--- src/rtl/adcspi_pkg.sv ---
package adcspi_pkg;

    localparam int WORD_W = 24;

    typedef enum logic [2:0] {
        A_STAT = 3'd0,
        A_MODE = 3'd1,
        A_CONF = 3'd2,
        A_DATA = 3'd3,
        A_IDEN = 3'd4,
        A_RSVD = 3'd5,
        A_OFFS = 3'd6,
        A_GAIN = 3'd7
    } reg_addr_e;

    typedef enum logic {PH_CMD, PH_DATA} phase_e;

    typedef struct packed {
        logic      rd;
        reg_addr_e addr;
    } cmd_t;

    localparam logic [15:0]       MODE_RST = 16'h000A;
    localparam logic [15:0]       CONF_RST = 16'h0710;
    localparam logic [WORD_W-1:0] OFFS_RST = 24'h800000;
    localparam logic [WORD_W-1:0] GAIN_RST = 24'h555555;

    function automatic logic [1:0] reg_bytes(reg_addr_e a);
        case (a)
            A_MODE, A_CONF:         return 2'd2;
            A_DATA, A_OFFS, A_GAIN: return 2'd3;
            default:                return 2'd1;
        endcase
    endfunction

    function automatic logic cal_writable(logic [2:0] md);
        return (md == 3'b010) || (md == 3'b011);
    endfunction

endpackage

--- src/rtl/adcspi_pin_sync.sv ---
module adcspi_pin_sync #(
    parameter int STAGES = 2
) (
    input  logic clk,
    input  logic rst,
    input  logic sclk,
    input  logic cs_n,
    input  logic din,
    output logic sck_rise,
    output logic sck_fall,
    output logic cs_act,
    output logic din_s
);
    logic [STAGES-1:0] sck_p;
    logic [STAGES-1:0] csn_p;
    logic [STAGES-1:0] din_p;
    logic              sck_d;

    always_ff @(posedge clk) begin
        if (rst) begin
            sck_p <= '0;
            csn_p <= '1;
            din_p <= '0;
            sck_d <= 1'b0;
        end else begin
            sck_p <= {sck_p[STAGES-2:0], sclk};
            csn_p <= {csn_p[STAGES-2:0], cs_n};
            din_p <= {din_p[STAGES-2:0], din};
            sck_d <= sck_p[STAGES-1];
        end
    end

    assign sck_rise = sck_p[STAGES-1] & ~sck_d;
    assign sck_fall = ~sck_p[STAGES-1] & sck_d;
    assign cs_act   = ~csn_p[STAGES-1];
    assign din_s    = din_p[STAGES-1];
endmodule

--- src/rtl/adcspi_link.sv ---
module adcspi_link
    import adcspi_pkg::*;
#(
    parameter int ONES_LIMIT = 32
) (
    input  logic              clk,
    input  logic              rst,
    input  logic              sck_rise,
    input  logic              sck_fall,
    input  logic              cs_act,
    input  logic              din_s,
    input  logic              drdy_n,
    input  logic [WORD_W-1:0] rd_word,
    output reg_addr_e         addr,
    output logic              wr_stb,
    output logic [WORD_W-1:0] wr_word,
    output logic              rd_done,
    output logic              dout,
    output logic              dout_en
);
    localparam int ONES_W = $clog2(ONES_LIMIT + 1);

    phase_e            phase;
    cmd_t              cur;
    logic [7:0]        cmd_sh;
    logic [4:0]        bit_cnt;
    logic [WORD_W-1:0] rx_sh;
    logic [WORD_W-1:0] tx_sh;
    logic [ONES_W-1:0] ones;
    logic              load_pend;
    logic              shift_pend;

    logic [7:0]        cmd_nx;
    logic [WORD_W-1:0] rx_nx;
    logic [4:0]        last_bit;
    logic              flush;
    logic [WORD_W-1:0] tx_load;

    always_comb begin
        cmd_nx   = {cmd_sh[6:0], din_s};
        rx_nx    = {rx_sh[WORD_W-2:0], din_s};
        last_bit = {reg_bytes(cur.addr), 3'b000} - 5'd1;
        flush    = sck_rise && din_s && (ones == ONES_W'(ONES_LIMIT - 1));
        case (reg_bytes(cur.addr))
            2'd1:    tx_load = {rd_word[7:0], 16'h0000};
            2'd2:    tx_load = {rd_word[15:0], 8'h00};
            default: tx_load = rd_word;
        endcase
    end

    always_ff @(posedge clk) begin
        wr_stb  <= 1'b0;
        rd_done <= 1'b0;
        if (rst || !cs_act) begin
            phase      <= PH_CMD;
            cur        <= '0;
            cmd_sh     <= '0;
            bit_cnt    <= '0;
            rx_sh      <= '0;
            tx_sh      <= '0;
            ones       <= '0;
            load_pend  <= 1'b0;
            shift_pend <= 1'b0;
            wr_word    <= '0;
        end else begin
            if (sck_fall && shift_pend) begin
                tx_sh      <= tx_sh << 1;
                shift_pend <= 1'b0;
            end
            if (load_pend) begin
                load_pend <= 1'b0;
                tx_sh     <= tx_load;
            end
            if (sck_rise) begin
                ones <= din_s ? ones + 1'b1 : '0;
                if (flush) begin
                    phase   <= PH_CMD;
                    bit_cnt <= '0;
                    ones    <= '0;
                end else if (phase == PH_CMD) begin
                    cmd_sh <= cmd_nx;
                    if (bit_cnt == 5'd7) begin
                        bit_cnt <= '0;
                        if (!cmd_nx[7]) begin
                            cur       <= '{rd: cmd_nx[6], addr: reg_addr_e'(cmd_nx[5:3])};
                            phase     <= PH_DATA;
                            load_pend <= cmd_nx[6];
                        end
                    end else begin
                        bit_cnt <= bit_cnt + 5'd1;
                    end
                end else begin
                    rx_sh      <= rx_nx;
                    shift_pend <= 1'b1;
                    if (bit_cnt == last_bit) begin
                        bit_cnt <= '0;
                        phase   <= PH_CMD;
                        wr_stb  <= !cur.rd;
                        wr_word <= rx_nx;
                        rd_done <= cur.rd && (cur.addr == A_DATA);
                    end else begin
                        bit_cnt <= bit_cnt + 5'd1;
                    end
                end
            end
        end
    end

    assign addr    = cur.addr;
    assign dout_en = cs_act;
    assign dout    = (phase == PH_DATA && cur.rd) ? tx_sh[WORD_W-1] : drdy_n;
endmodule

--- src/rtl/adcspi_regfile.sv ---
module adcspi_regfile
    import adcspi_pkg::*;
#(
    parameter int         NBANK    = 4,
    parameter logic [3:0] ID_UPPER = 4'h0
) (
    input  logic              clk,
    input  logic              rst,
    input  logic              wr_stb,
    input  reg_addr_e         addr,
    input  logic [WORD_W-1:0] wr_word,
    input  logic              rd_done,
    input  logic              smp_valid,
    input  logic [WORD_W-1:0] smp_word,
    input  logic [2:0]        smp_chan,
    output logic [WORD_W-1:0] rd_word,
    output logic [15:0]       mode_q,
    output logic [15:0]       cfg_q,
    output logic [WORD_W-1:0] cal_offset,
    output logic [WORD_W-1:0] cal_gain,
    output logic              drdy_n
);
    localparam int BANK_W = (NBANK > 1) ? $clog2(NBANK) : 1;

    logic [WORD_W-1:0] offs  [NBANK];
    logic [WORD_W-1:0] gains [NBANK];
    logic [WORD_W-1:0] data_q;
    logic [2:0]        chd_q;
    logic [BANK_W-1:0] bank;
    logic              cal_we;

    assign bank   = cfg_q[BANK_W-1:0];
    assign cal_we = wr_stb && cal_writable(mode_q[15:13]);

    for (genvar b = 0; b < NBANK; b++) begin : g_bank
        always_ff @(posedge clk) begin
            if (rst) begin
                offs[b]  <= OFFS_RST;
                gains[b] <= GAIN_RST;
            end else if (cal_we && bank == BANK_W'(b)) begin
                if (addr == A_OFFS) offs[b]  <= wr_word;
                if (addr == A_GAIN) gains[b] <= wr_word;
            end
        end
    end

    always_ff @(posedge clk) begin
        if (rst) begin
            mode_q <= MODE_RST;
            cfg_q  <= CONF_RST;
        end else if (wr_stb) begin
            if (addr == A_MODE) mode_q <= wr_word[15:0];
            if (addr == A_CONF) cfg_q  <= wr_word[15:0];
        end
    end

    always_ff @(posedge clk) begin
        if (rst) begin
            data_q <= '0;
            chd_q  <= '0;
            drdy_n <= 1'b1;
        end else if (smp_valid) begin
            data_q <= smp_word;
            chd_q  <= smp_chan;
            drdy_n <= 1'b0;
        end else if (rd_done) begin
            drdy_n <= 1'b1;
        end
    end

    assign cal_offset = offs[bank];
    assign cal_gain   = gains[bank];

    always_comb begin
        case (addr)
            A_STAT:  rd_word = {16'h0000, drdy_n, 3'b000, 1'b1, chd_q};
            A_MODE:  rd_word = {8'h00, mode_q};
            A_CONF:  rd_word = {8'h00, cfg_q};
            A_DATA:  rd_word = data_q;
            A_IDEN:  rd_word = {16'h0000, ID_UPPER, 4'b1011};
            A_OFFS:  rd_word = cal_offset;
            A_GAIN:  rd_word = cal_gain;
            default: rd_word = '0;
        endcase
    end
endmodule

--- src/rtl/adc_spi_regs.sv ---
module adc_spi_regs
    import adcspi_pkg::*;
#(
    parameter int         SYNC_STAGES = 2,
    parameter int         ONES_LIMIT  = 32,
    parameter int         NBANK       = 4,
    parameter logic [3:0] ID_UPPER    = 4'h0
) (
    input  logic              clk,
    input  logic              rst,
    input  logic              sclk,
    input  logic              cs_n,
    input  logic              din,
    output logic              dout,
    output logic              dout_en,
    input  logic              smp_valid,
    input  logic [WORD_W-1:0] smp_word,
    input  logic [2:0]        smp_chan,
    output logic [15:0]       mode_q,
    output logic [15:0]       cfg_q,
    output logic [WORD_W-1:0] cal_offset,
    output logic [WORD_W-1:0] cal_gain
);
    logic              sck_rise, sck_fall, cs_act, din_s;
    logic              drdy_n, wr_stb, rd_done;
    reg_addr_e         link_addr;
    logic [WORD_W-1:0] wr_word, rd_word;

    adcspi_pin_sync #(.STAGES(SYNC_STAGES)) u_sync (
        .clk(clk), .rst(rst), .sclk(sclk), .cs_n(cs_n), .din(din),
        .sck_rise(sck_rise), .sck_fall(sck_fall), .cs_act(cs_act), .din_s(din_s)
    );

    adcspi_link #(.ONES_LIMIT(ONES_LIMIT)) u_link (
        .clk(clk), .rst(rst), .sck_rise(sck_rise), .sck_fall(sck_fall),
        .cs_act(cs_act), .din_s(din_s), .drdy_n(drdy_n), .rd_word(rd_word),
        .addr(link_addr), .wr_stb(wr_stb), .wr_word(wr_word), .rd_done(rd_done),
        .dout(dout), .dout_en(dout_en)
    );

    adcspi_regfile #(.NBANK(NBANK), .ID_UPPER(ID_UPPER)) u_regs (
        .clk(clk), .rst(rst), .wr_stb(wr_stb), .addr(link_addr), .wr_word(wr_word),
        .rd_done(rd_done), .smp_valid(smp_valid), .smp_word(smp_word), .smp_chan(smp_chan),
        .rd_word(rd_word), .mode_q(mode_q), .cfg_q(cfg_q), .cal_offset(cal_offset),
        .cal_gain(cal_gain), .drdy_n(drdy_n)
    );
endmodule

--- config.mk ---
export PLATFORM = sky130hd
export DESIGN_NAME = adc_spi_regs
export DESIGN_NICKNAME = d
export VERILOG_FILES = /design/src/rtl/adcspi_pkg.sv /design/src/rtl/adcspi_pin_sync.sv /design/src/rtl/adcspi_link.sv /design/src/rtl/adcspi_regfile.sv /design/src/rtl/adc_spi_regs.sv
export SDC_FILE = /design/constraint.sdc
export NUM_CORES = 1
export LEC_CHECK = 0
export BUFFER_PORTS_ARGS = -buffer_cell sky130_fd_sc_hd__buf_2
export CAP_MARGIN = 0
export CELL_PAD_IN_SITES_DETAIL_PLACEMENT = 1
export CELL_PAD_IN_SITES_GLOBAL_PLACEMENT = 2
export CORE_ASPECT_RATIO = 1.2
export CORE_MARGIN = 3
export CORE_UTILIZATION = 37
export DETAILED_ROUTE_END_ITERATION = 10
export HOLD_SLACK_MARGIN = 0.08
export PLACE_DENSITY = 0.82
export SETUP_SLACK_MARGIN = 0.4
export SYNTH_ARGS = -nofsm -noshare
export SYNTH_HDL_FRONTEND = slang
export SYNTH_SLANG_ARGS = --single-unit
--- constraint.sdc ---
create_clock -name clk -period 3.4 [get_ports clk]
set_clock_uncertainty 0.1 [all_clocks]
set_input_delay 1.02 -clock clk [delete_from_list [all_inputs] [get_ports clk]]
set_output_delay 1.02 -clock clk [all_outputs]
set_load 0.1 [all_outputs]
==> summary.md, run 1 <==
| Metric | Value |
|---|---|
| Reg2reg start | u_link.addr[0] |
| FMAX | 0.315 GHz |
| Minimum clock period after layout | 3.17 ns |
| Row cnt | 82 |
| CTS root buffer | clkbuf_16 |
| Final period utilization | 93.2% |
| Library cells used by synthesis | 65 |
| DR pass1 iterations | 5 |
| Leak Pwr | 6.65 nW |
| Synth top area share | 36.1% |
| H-tree depth | 2 |
| Max_cap viols | 0 |
| CTS buffer count | 41 |
| RSZ-0062 raised after global routing | yes |
| Fin. Hold Viols | 0 |
| Crit path kind | register to primary output |
| Final Util | 46.2% |
| CP arrival | 2.05 ns |
| Reg clk slew, reported paths | 0.06 ns |
| Slew HR | 38.1% |
| Post-synthesis cell area | 16000 um2 |
| Fillers | 4475 |
| # port buffers | 114 |
| Synthesized area per cell | 11.3 um2 |
| Full die area | 45700 um2 |
| HPWL Detailed | 35900 um |
| Max incr delay on CP | 0.59 ns |
| DR DRC count | 0 |
| Pre-CTS WS | 0.513 ns |
| Final setup margin | 0.230 ns |
| Worst R2R Setup Slack | 0.63 ns |
| Hold Path Class | register to register |
| WHS | 0.310 ns |
| Slew Viols, Final | 0 |
| CTS tree | done |
| Vias/cell | 5.75 |
| Grt ovf | 0 |
| Initial Util | 37.8% |
| Setup TNS | 0 ns |
| Fin nets | 1572 |
| Vias in the first global route | 12.4k |
| Dominant cell type by area after synthesis | edfxtp_1 |
| Worst-path fanout max | 5 |
| Placer Congestion | 0.877 |
| Worst-Skew Late Latency | 0.59 ns |
| CP top delay family | multiplexers |
| CTS Hold Bufs | 0 |
| First-pass GRT wire length | 82200 um |
| Bufs and invs on worst path | 3 |
| DR WL/cell | 26.6 um |
| Sequential area share after synthesis | 57.0% |
| Ant. Diodes | 0 |
| Worst path most repeated cell | buf_6 |
| DR vias | 12.2k |
| CTS Sinks | 359 |
| Startpoint Class | register |
| Die extent in x | 196 um |
| R2r endpoint | u_regs.offs[0][14] |
| Hold path depth | 1 |
| Io pins | 115 |
| Reg2reg path depth | 5 |
| WP data required | 2.28 ns |
| Die Y | 234 um |
| Synth Instances | 1421 |
| Synth Register Bits | 359 |
| Share of layout cells above drive strength 1 | 23.3% |
| GRT Util Overall | 23.9% |
| Outcome | completed |
| Number of synthesized flops with an enable pin | 192 |
| Core Box Area | 42300 um2 |
| Dominant cells by area after synthesis | edfxtp_1 (36%), dfxtp_1 (21%), mux4_2 (6.9%), and2_1 (5.6%), a21oi_1 (3.3%) |
| Final setup viols | 0 |
| Hold endpoint | u_sync.csn_p[1] |
| Top_reg_cell synth | edfxtp_1 |
| Worst VDD drop | 0.447 mV |
| Post-synth net total | 1456 |
| Slowest CP cell | mux4_2 |
| Critical path, cell by cell | buf_12, buf_6, mux4_2, buf_6 |
| Iter 0 DRT Violations | 1219 |
| Largest net degree at the start of global routing | 60 |
| Pwr dens | 506 nW/um2 |
| Max clock buf depth | 3 |
| Warnings, synthesis | 0 |
| FFs w/ async S/R, synth | 0% |
| Worst hold start | u_sync.csn_p[0] |
| Area delta synth->final | 22.1% |
| Initial antenna violation count | 1 |
| Endpoint type of the worst setup path | primary output |
| WL final | 56200 um |
| Worst-Margin Slew | 0.929 ns |
| Post-route ant nets | 0 |
-- metrics by stage --
stage	std cells	power, mW	cell area (um2)
detailed placement	2009	5.35	17200
floorplan	1421	5.17	16000
global route	2116	10.2	19500
global placement	2009	5.33	17200
CTS	2098	9.93	19100
finish	2116	9.88	19500
-- kinds of logic after synthesis --
logic type,count (synthesis),share of synthesized area [%]
flip-flops,359,57.0
AO/OA/AOI/OAI,263,9.96
adder cells (fa/ha/maj),2,0.157
AND/OR/NAND/NOR,556,18.4
multiplexers,108,10.8
buffers and inverters,131,3.65
XOR/XNOR,2,0.110
-- cell usage in the layout, fill, tap and decap left out, types with 10 or more instances in the layout --
cell / instances
mux2_2: 15
and2_1: 142
o21ai_0: 55
mux2i_1: 38
buf_4: 64
buf_8: 27
mux4_2: 49
buf_12: 19
dfxtp_1: 162
clkbuf_16: 43
a21oi_1: 103
buf_6: 16
nand2_1: 136
buf_2: 65
clkinv_1: 10
edfxtp_1: 192
a22oi_1: 23
nand2b_1: 62
clkinv_2: 10
nor2_1: 68
nor2b_1: 15
a31oi_1: 13
nand3_1: 74
-- how the worst max path moves through the flow --
| stage | to | startpoint | cells past startpoint |
|---|---|---|---|
| after detailed placement | cal_offset[10] | register | 3 |
| after floorplan | cal_gain[3] | register | 5 |
| after global placement | cal_offset[10] | register | 3 |
| final | cal_offset[4] | register | 4 |
| after global routing | cal_gain[6] | register | 4 |
| after CTS | cal_offset[12] | register | 3 |
-- cells in the mapped netlist, types with 4 or more instances --
cell and count:
nor3_1 9, and2_1 142, o21a_1 4, o221ai_1 6
a31oi_1 13, a22oi_1 23, buf_4 10, a21oi_1 106
a22o_1 4, mux2i_1 39, nand2_1 137, buf_2 25
inv_1 7, nand3b_1 4, edfxtp_1 192, dfxtp_1 167
mux4_2 49, and3_1 7, mux2_2 17, nand3_1 74
nor3_2 6, nor2_1 71, nor2b_1 16, nand2b_1 62
a311oi_1 7, o21ai_0 61, o22ai_1 6, clkbuf_1 78
a211oi_1 5, o32ai_1 4, buf_1 8
-- report_power, final --
| part | internal (mW) | total (mW) | switching, mW |
|---|---|---|---|
| clock network | 2.63 | 4.54 | 1.91 |
| registers | 4.68 | 4.73 | 0.0557 |
| logic | 0.184 | 0.606 | 0.423 |
-- worst register-to-register path, cell delays in order, from the launching register on --
cell and delay (ns):
dfxtp_2 0.51, buf_4 0.27, nor2b_1 0.20, nand2_2 0.23, o31ai_4 0.72, buf_4 0.42
-- cell type report --
| class | count | area, um2 | share of cell area, % |
|---|---|---|---|
| tap | 546 | 683 | 3.50 |
| timing repair buffer | 197 | 1920 | 9.84 |
| sequential | 359 | 9120 | 46.7 |
| clock buffer | 46 | 1050 | 5.40 |
| multi-input combinational | 931 | 6420 | 32.9 |
| inverter | 7 | 30.0 | 0.154 |
| clock inverter | 30 | 294 | 1.51 |
-- registers in the layout (all words and copies together), names as in the netlist, 2 cells and up, named ones only --
register	count
u_regs.gains	96
u_regs.offs	96
u_link.tx_sh	24
u_link.wr_word	24
u_regs.data_q	24
u_link.rx_sh	23
u_regs.cfg_q	16
u_regs.mode_q	16
u_link.cmd_sh	7
u_link.ones	6
u_link.bit_cnt	5
u_link.addr	3
u_regs.chd_q	3
u_sync.csn_p	2
u_sync.din_p	2
u_sync.sck_p	2
-- per-layer routing --
| layer | up-vias | wire length [um] | GRT usage, % |
|---|---|---|---|
| li1 | 5347 | - | - |
| met1 | 6220 | 23200 | 30.7 |
| met2 | 472 | 26600 | 39.0 |
| met3 | 119 | 3980 | 5.44 |
| met4 | 0 | 2440 | 10.6 |
| met5 | - | 0 | 0 |
-- timing repair --
item                                    4_1_cts  5_1_grt
gates cloned                                  3        2
pin swaps                                     0        2
resized for setup                           113       55
buffers inserted                             10       16
endpoints found under the setup margin       49       49
(Power assumes the default switching activity.)
==> run 2, diff against run 1 <==
CORE_MARGIN = 4   (was 3)
==> summary.md, run 2 (synthesis results as in run 1) <==
| Metric | Value |
|---|---|
| Outcome | completed |
| Area delta synth->final | 20.6% |
| Vias/cell | 5.70 |
| R2r endpoint | u_regs.offs[0][22] |
| CTS Sinks | 359 |
| Final cell count without fillers | 2110 |
| Biggest regs | u_regs.gains: 96 flops, u_regs.offs: 96 flops |
| Initial antenna violation count | 1 |
| Net Switching | 2.30 mW |
| Io pins | 115 |
| Placed insts | 2017 |
| Pwr dens | 508 nW/um2 |
| DR DRC count | 0 |
| Most frequent cells in the layout | edfxtp_1 (192), dfxtp_1 (163), and2_1 (142) |
| DR vias | 12.0k |
| Startpoint Class | register |
| Fin. Hold Viols | 0 |
| Full die area | 46600 um2 |
| Post-route ant nets | 0 |
| Slew HR | 38.3% |
| Initial Util | 37.4% |
| Reg clk slew, reported paths | 0.06 ns |
| First-pass GRT wire length | 82900 um |
| HPWL Detailed | 37100 um |
| Setup TNS | 0 ns |
| CTS root buffer | clkbuf_16 |
| Final setup viols | 0 |
| Max clock buf depth | 3 |
| Reg2reg start | u_link.addr[2] |
| Pint | 7.51 mW |
| Die Y | 236 um |
| Hold endpoint | u_sync.csn_p[1] |
| Clock share of power | 45.9% |
| DR WL/cell | 26.5 um |
| WP data required | 2.28 ns |
| Slew Viols, Final | 0 |
| GRT Util Overall | 23.5% |
| Most common cell after layout, fill and taps aside | edfxtp_1 |
| Die extent in x | 198 um |
| Final period utilization | 94.6% |
| H-tree depth | 2 |
| Worst-path fanout max | 6 |
| Reg2reg path depth | 5 |
| Gate power share | 5.9% |
| Core Box Area | 42800 um2 |
| Largest net degree at the start of global routing | 74 |
| CTS tree | done |
| Iter 0 DRT Violations | 1004 |
| Hold path depth | 1 |
| Fillers | 4561 |
| Fin nets | 1561 |
| RSZ-0062 raised after global routing | yes |
| FMAX | 0.311 GHz |
| Grt ovf | 0 |
| Worst-Margin Slew | 0.923 ns |
| Hold Path Class | register to register |
| Worst hold start | u_sync.csn_p[0] |
| CTS Hold Bufs | 0 |
| Placer Congestion | 0.862 |
| Flop pwr share | 48.3% |
| Crit path kind | register to primary output |
| Worst-Skew Late Latency | 0.58 ns |
| CP arrival | 2.10 ns |
| Switching fraction of total power | 23.4% |
| Row cnt | 83 |
| DR pass1 iterations | 5 |
| Leak Pwr | 6.55 nW |
| Worst R2R Setup Slack | 0.70 ns |
| Worst VDD drop | 0.617 mV |
| # port buffers | 114 |
| WL final | 55900 um |
| Max_cap viols | 0 |
| Share of layout cells above drive strength 1 | 22.5% |
| Endpoint type of the worst setup path | primary output |
| Minimum clock period after layout | 3.22 ns |
| Vias in the first global route | 12.6k |
| CTS buffer count | 40 |
run 2: routing by layer:
layer	part of all wire (%)	track usage (%)	wire length (um)	vias up
li1	-	-	-	5332
met1	40	30.0	22600	6115
met2	48	38.8	26900	456
met3	6.7	4.24	3730	114
met4	4.9	11.0	2730	2
met5	0.014	0	8	-
run 2: critical path, stage by stage, from the launching register on:
cell and delay (ns):
dfxtp_4 0.47, buf_12 0.16, buf_16 0.13, mux4_2 0.55
buf_8 0.20
run 2: how the worst max path moves through the flow:
| stage | start | endpoint | slack (ns) | cells after the start |
|---|---|---|---|---|
| finish | register | cal_gain[20] | 0.18 | 4 |
| detailed placement | register | cal_offset[2] | 0.49 | 3 |
| global placement | register | cal_gain[19] | 0.50 | 3 |
| CTS | register | cal_offset[23] | 0.18 | 4 |
| floorplan | register | cal_gain[3] | 0.43 | 5 |
| global route | register | cal_gain[20] | 0.15 | 4 |
run 2: per-stage QoR:
stage | setup slack, ns | power [mW] | area [um2] | utilization, % | hold slack, ns
floorplan | 0.430 | 5.17 | 16000 | - | 0.289
global placement | 0.503 | 5.33 | 17200 | 40.3 | 0.306
detailed placement | 0.495 | 5.34 | 17200 | 40.3 | 0.301
CTS | 0.182 | 9.86 | 19100 | 44.8 | 0.315
global route | 0.153 | 10.1 | 19300 | 45.1 | 0.329
finish | 0.183 | 9.81 | 19300 | 45.1 | 0.309
run 2: power groups by stage:
stage | Sequential, mW | Clock [mW] | Combinational [mW]
floorplan | 4.80 | 0 | 0.371
global placement | 4.82 | 0 | 0.509
detailed placement | 4.82 | 0 | 0.516
CTS | 4.73 | 4.56 | 0.566
global route | 4.74 | 4.75 | 0.598
finish | 4.73 | 4.50 | 0.575
run 2: cell type report:
| class | instances | area (um2) | area share (%) |
|---|---|---|---|
| Inverter | 7 | 30.0 | 0.156 |
| Sequential cell | 359 | 9120 | 47.3 |
| Tap cell | 552 | 691 | 3.58 |
| Clock buffer | 60 | 1230 | 6.40 |
| Timing Repair Buffer | 187 | 1700 | 8.81 |
| Clock inverter | 13 | 124 | 0.642 |
| Antenna cell | 1 | 2.50 | 0.0130 |
| Multi-Input combinational cell | 931 | 6390 | 33.1 |
run 2: what timing repair did:
action                                  CTS  global route
cloned                                    2             1
setup buffers                            13             3
resized for setup                       114            16
endpoints found under the setup margin   48            48
